File: src/rtl/tbd_pkg.sv
package tbd_pkg;
    localparam int LANES        = 32;
    localparam int BLK_THR_MAX  = 256;
    localparam int BLK_WARP_MAX = BLK_THR_MAX / LANES;
    localparam int THR_W        = $clog2(BLK_THR_MAX + 1);
    localparam int WARP_W       = $clog2(BLK_WARP_MAX + 1);
    localparam int ID_W         = 16;
    localparam int RPT_W        = 8;
    localparam int SHM_W        = 16;
    localparam int CNT_W        = 24;

    typedef struct packed {
        logic [ID_W-1:0]  id;
        logic [THR_W-1:0] threads;
        logic [RPT_W-1:0] rpt;
        logic [SHM_W-1:0] shm;
    } blk_desc_t;

    typedef struct packed {
        logic [WARP_W-1:0] warps;
        logic [CNT_W-1:0]  regs;
        logic [SHM_W-1:0]  shm;
    } blk_cost_t;

    function automatic logic [WARP_W-1:0] warps_of(input logic [THR_W-1:0] thr);
        return WARP_W'((32'(thr) + LANES - 1) / LANES);
    endfunction
endpackage

File: src/rtl/tbd_demand.sv
module tbd_demand
    import tbd_pkg::*;
(
    input  logic                   clk,
    input  logic                   rst,
    input  logic                   chk_en,
    input  blk_desc_t              desc,
    output blk_cost_t              cost,
    output logic [BLK_THR_MAX-1:0] mask
);
    always_comb begin
        cost.warps = warps_of(desc.threads);
        cost.regs  = CNT_W'(cost.warps) * CNT_W'(LANES) * CNT_W'(desc.rpt);
        cost.shm   = desc.shm;
    end

    for (genvar w = 0; w < BLK_WARP_MAX; w++) begin : g_warp
        for (genvar l = 0; l < LANES; l++) begin : g_lane
            assign mask[w*LANES+l] = (THR_W'(w*LANES+l) < desc.threads);
        end
    end

    // input assumption for R2: a head descriptor has a legal thread count
    assert_thread_range_R2: assert property (@(posedge clk) disable iff (rst)
        chk_en |-> (desc.threads != '0) && (32'(desc.threads) <= BLK_THR_MAX));

    // warp count covers the threads with less than one spare warp
    assert_warp_cover_R2: assert property (@(posedge clk) disable iff (rst)
        chk_en |-> (32'(cost.warps) * LANES >= 32'(desc.threads)) &&
                   (32'(cost.warps) * LANES < 32'(desc.threads) + LANES));
endmodule

File: src/rtl/tbd_pool.sv
module tbd_pool
    import tbd_pkg::*;
#(
    parameter int REG_CAP  = 8192,
    parameter int SHM_CAP  = 32768,
    parameter int WARP_CAP = 32
) (
    input  logic      clk,
    input  logic      rst,
    input  blk_cost_t need,
    input  logic      take,
    input  blk_cost_t back,
    input  logic      give,
    output logic      fits
);
    logic [CNT_W-1:0] free_regs, free_shm, free_warps;

    assign fits = (need.regs <= free_regs) &&
                  (CNT_W'(need.shm) <= free_shm) &&
                  (CNT_W'(need.warps) <= free_warps);

    always_ff @(posedge clk) begin
        if (rst) begin
            free_regs  <= CNT_W'(REG_CAP);
            free_shm   <= CNT_W'(SHM_CAP);
            free_warps <= CNT_W'(WARP_CAP);
        end else begin
            free_regs  <= free_regs  - (take ? need.regs : '0)
                                     + (give ? back.regs : '0);
            free_shm   <= free_shm   - (take ? CNT_W'(need.shm) : '0)
                                     + (give ? CNT_W'(back.shm) : '0);
            free_warps <= free_warps - (take ? CNT_W'(need.warps) : '0)
                                     + (give ? CNT_W'(back.warps) : '0);
        end
    end

    // nothing is admitted beyond what is free
    assert_no_overdraw_R4: assert property (@(posedge clk) disable iff (rst)
        take |-> fits);

    // returns never lift a pool above its capacity
    assert_no_overflow_R9: assert property (@(posedge clk) disable iff (rst)
        (free_regs <= CNT_W'(REG_CAP)) && (free_shm <= CNT_W'(SHM_CAP)) &&
        (free_warps <= CNT_W'(WARP_CAP)));
endmodule

File: src/rtl/tbd_slots.sv
module tbd_slots
    import tbd_pkg::*;
#(
    parameter int SLOT_CAP = 8,
    localparam int SLOT_W  = (SLOT_CAP > 1) ? $clog2(SLOT_CAP) : 1
) (
    input  logic              clk,
    input  logic              rst,
    input  logic              take,
    input  blk_cost_t         take_cost,
    input  logic              give_req,
    input  logic [SLOT_W-1:0] give_slot,
    output logic              avail,
    output logic [SLOT_W-1:0] pick,
    output logic              give,
    output blk_cost_t         give_cost
);
    logic [SLOT_CAP-1:0] busy;
    blk_cost_t           held [SLOT_CAP];

    always_comb begin
        avail = 1'b0;
        pick  = '0;
        for (int i = SLOT_CAP - 1; i >= 0; i--) begin
            if (!busy[i]) begin
                avail = 1'b1;
                pick  = SLOT_W'(i);
            end
        end
    end

    assign give      = give_req && busy[give_slot];
    assign give_cost = held[give_slot];

    always_ff @(posedge clk) begin
        if (rst) begin
            busy <= '0;
            for (int i = 0; i < SLOT_CAP; i++) held[i] <= '0;
        end else begin
            if (give) busy[give_slot] <= 1'b0;
            if (take) begin
                busy[pick] <= 1'b1;
                held[pick] <= take_cost;
            end
        end
    end

    // a block is only placed into a free slot
    assert_slot_free_R7: assert property (@(posedge clk) disable iff (rst)
        take |-> avail && !busy[pick]);

    // input assumption: completions name resident blocks only
    assert_done_resident_R9: assert property (@(posedge clk) disable iff (rst)
        give_req |-> busy[give_slot]);

    // a taken slot is occupied on the next cycle
    assert_slot_marked_R11: assert property (@(posedge clk) disable iff (rst)
        take |=> busy[$past(pick)]);
endmodule

File: src/rtl/tbd_dispatch.sv
module tbd_dispatch
    import tbd_pkg::*;
#(
    parameter int REG_CAP  = 8192,
    parameter int SHM_CAP  = 32768,
    parameter int WARP_CAP = 32,
    parameter int SLOT_CAP = 8,
    localparam int SLOT_W  = (SLOT_CAP > 1) ? $clog2(SLOT_CAP) : 1
) (
    input  logic                   clk,
    input  logic                   rst,
    input  logic                   q_valid,
    output logic                   q_ready,
    input  logic [ID_W-1:0]        q_id,
    input  logic [THR_W-1:0]       q_threads,
    input  logic [RPT_W-1:0]       q_rpt,
    input  logic [SHM_W-1:0]       q_shm,
    input  logic                   done_valid,
    input  logic [SLOT_W-1:0]      done_slot,
    output logic                   disp_valid,
    input  logic                   disp_ready,
    output logic [ID_W-1:0]        disp_id,
    output logic [WARP_W-1:0]      disp_warps,
    output logic [SLOT_W-1:0]      disp_slot,
    output logic [BLK_THR_MAX-1:0] disp_mask
);
    blk_desc_t              head;
    blk_cost_t              need, back;
    logic [BLK_THR_MAX-1:0] lane_en;
    logic                   res_fit, slot_ok, give, out_free;
    logic [SLOT_W-1:0]      pick;

    assign head = '{id: q_id, threads: q_threads, rpt: q_rpt, shm: q_shm};

    tbd_demand u_demand (
        .clk(clk), .rst(rst), .chk_en(q_valid),
        .desc(head), .cost(need), .mask(lane_en)
    );

    tbd_pool #(.REG_CAP(REG_CAP), .SHM_CAP(SHM_CAP), .WARP_CAP(WARP_CAP)) u_pool (
        .clk(clk), .rst(rst), .need(need), .take(q_ready),
        .back(back), .give(give), .fits(res_fit)
    );

    tbd_slots #(.SLOT_CAP(SLOT_CAP)) u_slots (
        .clk(clk), .rst(rst), .take(q_ready), .take_cost(need),
        .give_req(done_valid), .give_slot(done_slot),
        .avail(slot_ok), .pick(pick), .give(give), .give_cost(back)
    );

    assign out_free = !disp_valid || disp_ready;
    assign q_ready  = q_valid && slot_ok && res_fit && out_free;

    always_ff @(posedge clk) begin
        if (rst) begin
            disp_valid <= 1'b0;
            disp_id    <= '0;
            disp_warps <= '0;
            disp_slot  <= '0;
            disp_mask  <= '0;
        end else if (q_ready) begin
            disp_valid <= 1'b1;
            disp_id    <= q_id;
            disp_warps <= need.warps;
            disp_slot  <= pick;
            disp_mask  <= lane_en;
        end else if (disp_ready) begin
            disp_valid <= 1'b0;
        end
    end

    // the queue is only acknowledged while it offers a block
    assert_ready_needs_valid_R8: assert property (@(posedge clk) disable iff (rst)
        q_ready |-> q_valid);

    // a waiting dispatch record holds still
    assert_hold_R10: assert property (@(posedge clk) disable iff (rst)
        disp_valid && !disp_ready |=> disp_valid && $stable(disp_id) &&
                                      $stable(disp_slot) && $stable(disp_mask));

    // each admission appears on the port one cycle later
    assert_admit_shows_R10: assert property (@(posedge clk) disable iff (rst)
        q_ready |=> disp_valid && (disp_id == $past(q_id)));
endmodule

File: config.mk
export PLATFORM = sky130hd
export DESIGN_NAME = tbd_dispatch
export DESIGN_NICKNAME = d
export VERILOG_FILES = /design/src/rtl/tbd_pkg.sv /design/src/rtl/tbd_demand.sv /design/src/rtl/tbd_pool.sv /design/src/rtl/tbd_slots.sv /design/src/rtl/tbd_dispatch.sv
export SDC_FILE = /design/constraint.sdc
export NUM_CORES = 1
export LEC_CHECK = 0
export BUFFER_PORTS_ARGS = -buffer_cell sky130_fd_sc_hd__buf_2
export CORE_ASPECT_RATIO = 2
export CORE_MARGIN = 3
export CORE_UTILIZATION = 57
export CTS_BUF_LIST = sky130_fd_sc_hd__clkbuf_4 sky130_fd_sc_hd__clkbuf_8
export DETAILED_ROUTE_END_ITERATION = 12
export GPL_TIMING_DRIVEN = 0
export PLACE_DENSITY = 0.8
export SLEW_MARGIN = 15
export SYNTH_ARGS = -nofsm -noshare
export SYNTH_HDL_FRONTEND = slang
export SYNTH_HIERARCHICAL = 1
export SYNTH_SLANG_ARGS = --single-unit
File: constraint.sdc
create_clock -name clk -period 10.7 [get_ports clk]
set_clock_uncertainty 0.2 [all_clocks]
set_input_delay 1.07 -clock clk [delete_from_list [all_inputs] [get_ports clk]]
set_output_delay 1.07 -clock clk [all_outputs]
set_load 0.1 [all_outputs]
# Word-level counts from Yosys, hierarchy flattened
# Memory sizes are Yosys's and may differ from the RTL's.
# Index checks and enable logic that the tools add are counted.
[word_totals] memories=1 ramBits=256 out_inout_bits=281 ff_bits=360 in_bits=57
[op_classes] reduce_logical=12 bitwise=3 magnitude_cmp=263 mux=41 multipliers=1 n_addsub=8
[mem_list] name="u_slots.held" depth=8 width=32 read_ports=1 rd_ports_with_merged_regs=0 write_ports=8 line="tbd_slots.sv:19" text="blk_cost_t held [SLOT_CAP];"
[op_table] operator="$lt A8 B9 Y1 const A" n=128
[op_table] operator="$lt A7 B9 Y1 const A" n=64
[op_table] operator="$lt A6 B9 Y1 const A" n=32
[op_table] operator="$lt A5 B9 Y1 const A" n=16
[op_table] operator="$add A24 B24 Y24" n=3
[op_table] operator="$lt A4 B9 Y1 const A" n=8
[op_table] operator="$sub A24 B24 Y24" n=3
[op_table] operator="$lt A3 B9 Y1 const A" n=4
[op_table] operator="$mux W16" n=2
[op_table] operator="$mux W32" n=1
[op_table] operator="$reduce_or A32 Y1" n=1
[op_table] operator="$mux W3" n=9
[op_table] operator="$le A16 B24 Y1" n=1
[op_table] operator="$le A17 B24 Y1" n=1
[op_table] operator="$le A4 B24 Y1" n=1
[op_table] operator="$mux W24" n=1
[op_table] operator="$mux W8" n=3
[op_table] operator="$mux W1" n=19
[op_table] operator="$lt A1 B9 Y1 const A" n=2
[op_table] operator="$lt A2 B9 Y1 const A" n=2
[op_table] operator="$mux W17" n=1
[op_table] operator="$mul A4 B8 Y12" n=1
[op_table] operator="$add A9 B6 Y9 const B" n=1
[op_table] operator="$sub A9 B1 Y9 const B" n=1
[op_table] operator="12 further kinds" n=23

# Longest topological paths before layout
[depth] word_depth=16 depth_mapped=39

# Cells and area by module
# The synthesis kept the hierarchy.
[by_module_without_submodules] module="tbd_slots" area_each_um2=16199.3 n_inst=1 cells_each=1107
[by_module_without_submodules] module="tbd_dispatch" area_each_um2=12570.8 n_inst=1 cells_each=1214
[by_module_without_submodules] module="tbd_pool" area_each_um2=8560.7 n_inst=1 cells_each=1103
[by_module_without_submodules] module="tbd_demand" area_each_um2=3203.1 n_inst=1 cells_each=542

# Least setup slack after synthesis
# No wires, ideal clock.
[synth_timing] path_kind="input port to flip-flop" start="input port q_threads[6]" end="memory u_slots/held[6][0] (netlist bit) (enable)" path_buffers=4 slack_ps=-486 setup_ps=506 stages=29 arrival_ps=10480 cell_sequence="buf_2 > and2_1 > buf_2 > nand3_2 > xnor2_2 > nor2b_1 > fa_1 > inv_1 > fa_1 > inv_1 > ha_1 > and3_1 > a2111oi_4 > o21ai_1 > a21oi_1 > xnor2_1 > ha_1 > nand4_1 > nor3_1 > a221oi_1 > nand3_1 > a221oi_1 > nand3_1 > nor2b_1 > buf_6 > buf_4 > or2b_1 > or4b_4 > o21ai_0"
[synth_lines] item="start, declared" line="tbd_dispatch.sv:15" text="input logic [THR_W-1:0] q_threads,"
[synth_lines] item="end, declared" line="tbd_slots.sv:19"

==> reports/metrics.cfg <==
[critical_path]
timing.critical_path.arrival_ps=10820
worstSetupEndpointType=flip-flop
critical_path.max_fanout=30
worst_setup_path_start_kind=input pin
startpoint_of_the_lowest_slack_register_to_register_path=u_pool/free_regs[1]
reg2reg_to=u_pool/free_regs[20]
crit_start=q_threads[6]
reg2regPathDepth=21
setup.worst_path.end=u_pool/free_regs[20]
timing.reg2reg.setup_slack_ps=4150
worstSetupPathType=input pin to flip-flop
critPathSlowestCell=sky130_fd_sc_hd__fa_1
cp_data_required_time_ps=11160
timing.critical_path.slowest_cell_delay_ps=530

[synth]
postSynthCellCount=3966
synth_simple_gate_area_share=0.218
synth_largest_type_area_fraction=0.261
synth-adder-area-share=0.0722
synth.distinct_cells=102
muxShareOfSynthArea=0.111
synth-edff-count=352
synthesis.area_um2=40500
synthXorXnorAreaFrac=0.0131
synth_top_area_cell=sky130_fd_sc_hd__edfxtp_1
ys_ff_latch=712
ys.flop_type=sky130_fd_sc_hd__dfxtp_1
synth_area_leaders=sky130_fd_sc_hd__edfxtp_1 (26%), sky130_fd_sc_hd__dfxtp_1 (18%), sky130_fd_sc_hd__nand2b_1 (9.0%)
synth_top_family_by_area=simple AND/OR/NAND/NOR gates
synth.yosys.warnings=6
postSynthAreaPerCell_um2=10.2
synthesized_area_fraction_occupied_by_ao_oa_aoi_and_oai_cells=0.0882
synth_seq_area_share=0.439
async_set_or_reset_register_ratio_after_synthesis=0

[place]
post-place-cells=5210
hpwl_um=101000
place.port_buffers=315
gp_congestion=0.986

[clock_tree]
clock_sinks=712
cts-buffers-inserted=99
source_to_sink_clock_delay_at_the_later_pin_of_the_worst_skew_pair_ps=770
clock_tree.root_cell=sky130_fd_sc_hd__clkbuf_8
ctsLongestPathBuffers=3
tritoncts=built
cts_hold_buf=0
cts.reportedPaths.clkPinSlew_ps=70
clock_tree.htree_level_count=3

[status]
status=complete, no violations

[layout]
drive_gt1_frac=0.179
finish.cell_count_without_fillers=5397
design.final.nets=4671
area_growth_syn_to_layout_pct=13.1
final_util=0.654

[global_routing]
grt_antenna_before_repair=6
grt_remaining_overflow=0
first_global_vias=33100
groute.usage.overall=0.358
first_pass_grt_wire_length_um=201000
maximum_number_of_pins_on_one_net_before_global_route_repair=45

[sta]
timing.setup.tns_ps=0
finalWorstPathRequiredPeriod_ps=10350
post-route-period-util=0.967
finalSetupViolCount=0
fmax_mhz=96.6
slew_headroom=0.101
hold_viol_final=0
drv_slew=0
worst_slew_pin_slew_ps=1350

[power]
sequential_power_share=0.289
power_report.internal_total_w=0.00644
comb_power_share=0.532
ir_worst_vdd_mv=0.264
total_power_w=0.0125
power_switching_w=0.00602
power_density_nw_per_um2=272
power.leakage_nw=19.1
clockPowerShare=0.179
swShare=0.483

[floorplan]
start_util=0.578
design.portCount=338
core.rowCount=137
die_area_um2=74500
die_h_um=383
fp.dieW_um=195
core_um2=70100

[run]
maxCapViolCount=0

[drt]
drt-initial-drc-count=2536
detail_route.wirelength_um=135000
dr_total_vias=31700
detailedRoute.firstPassIterationCount=6
via_per_inst=5.88
met3RoutedLength_um=12400
drt-met1-wl_um=40800
post_drt_wl_per_cell_um=25.0
drt_drc_violations_left=0
postRouteAntennaNets=0
route.top_layer_used=met5
met2_wirelength_um=67700

[min_path]
hold_path_depth=2
min_delay_path_class=flip-flop to flip-flop

[synthesized netlist by cell type, drive strengths merged (6+ instances only)]
| library cell | n |
|---|---|
| nand2b | 582 |
| and2 | 416 |
| dfxtp | 360 |
| edfxtp | 352 |
| mux2i | 301 |
| a21oi | 243 |
| nand2 | 220 |
| inv | 218 |
| clkbuf | 155 |
| ha | 146 |
| o21ai | 127 |
| nor2 | 124 |
| buf | 119 |
| fa | 55 |
| nor2b | 48 |
| mux2 | 45 |
| mux4 | 44 |
| xnor2 | 37 |
| a221oi | 34 |
| nand3 | 33 |
| nor3 | 26 |
| a21o | 21 |
| a22oi | 21 |
| nand4 | 21 |
| xor2 | 19 |
| and3 | 17 |
| a31oi | 16 |
| or2 | 12 |
| o221ai | 11 |
| o22ai | 11 |
| a211oi | 10 |
| o211ai | 10 |
| o21a | 10 |
| nor4 | 9 |
| nor3b | 8 |
| o2bb2ai | 7 |
| o31ai | 7 |
| a21boi | 6 |
| o21bai | 6 |
[cells in the final DEF (no fill, tap or decap), drive strengths merged, types with 55 or more instances in the layout]
master    n
and2    416
a21oi   243
dfxtp   360
mux2i   301
ha      146
nand2   220
edfxtp  352
buf     454
nor2    124
nand2b  582
fa       55
clkbuf  288
inv     220
o21ai   127
[state kept, by name (all words and copies together) (netlist names), 3 cells and up]
register / flops
u_slots/held: 352
disp_mask: 256
u_pool/free_regs: 24
u_pool/free_shm: 24
u_pool/free_warps: 24
disp_id: 16
u_slots/busy: 8
disp_warps: 4
disp_slot: 3
[cell families (layout without fill, tap and decap cells)]
family          count (synthesis)  in the layout
compound gates                577            577
xor+xnor                       56             56
fa+ha+maj                     201            201
buf+inv                       493           1008
flops                         712            712
mux                           390            390
other cells                     1             14
simple gates                 1536           1536
[through the flow]
| stage | hold WS [ps] | setup WS [ps] | cell area, um^2 |
|---|---|---|---|
| detailed placement | 257 | -1870 | 43700 |
| floorplan | 308 | 705 | 40600 |
| CTS | 274 | -81.6 | 45800 |
| finish | 272 | 348 | 45900 |
| global placement | 254 | -3650 | 43300 |
| global route | 283 | -36.8 | 45900 |
[critical path, delay by kind of cell]
family                   cells  cell delay, ps
AND/OR/NAND/NOR             10            2200
XOR/XNOR                     2             640
multiplexers                 1             370
buffers and inverters        7            1270
adder cells (fa/ha/maj)      6            2410
AO/OA/AOI/OAI                9            2790
[layout make-up]
type                    instances  area, um^2
diodes                          2        5.00
plain buffers                 273        1550
clock buffers                 133        1690
clock inverters                47         342
fillers                      5554       24200
inverters                     219         826
multi-input cells            2772       20600
flip-flops and latches        712       17800
well taps                     903        1130
repair buffers                336        1900
[worst min path at each step]
| stage | start | end | slack, ps |
|---|---|---|---|
| 3_3_place_gp | disp_mask[44] | disp_mask[44] | 250 |
| 3_5_place_dp | disp_mask[142] | disp_mask[142] | 260 |
| 4_1_cts | disp_mask[143] | disp_mask[143] | 270 |
| 6_report | disp_mask[151] | disp_mask[151] | 270 |
| 2_1_floorplan | u_slots/busy[6] | u_slots/busy[6] | 310 |
| 5_1_grt | disp_mask[143] | disp_mask[143] | 280 |
[metal layers]
metal | vias up | track usage
met3 | 604 | 0.104
li1 | 14400 | -
met5 | - | 0
met1 | 15100 | 0.332
met2 | 1615 | 0.642
met4 | 6 | 0.297
[power groups by stage]
stage               sequential [W]  clock, W  combinational (W)
floorplan                  0.00550         0            0.00326
global placement           0.00363         0            0.00642
detailed placement         0.00364         0            0.00651
CTS                        0.00359   0.00225            0.00655
global route               0.00364   0.00236            0.00712
finish                     0.00360   0.00223            0.00663
[what timing repair did]
item,in CTS,in global routing
buffers inserted,1,5
pin swaps,1,2
gates resized for setup,9,16
endpoints found under the setup margin,134,126
Note: power is estimated with default switching activity, not from simulation.
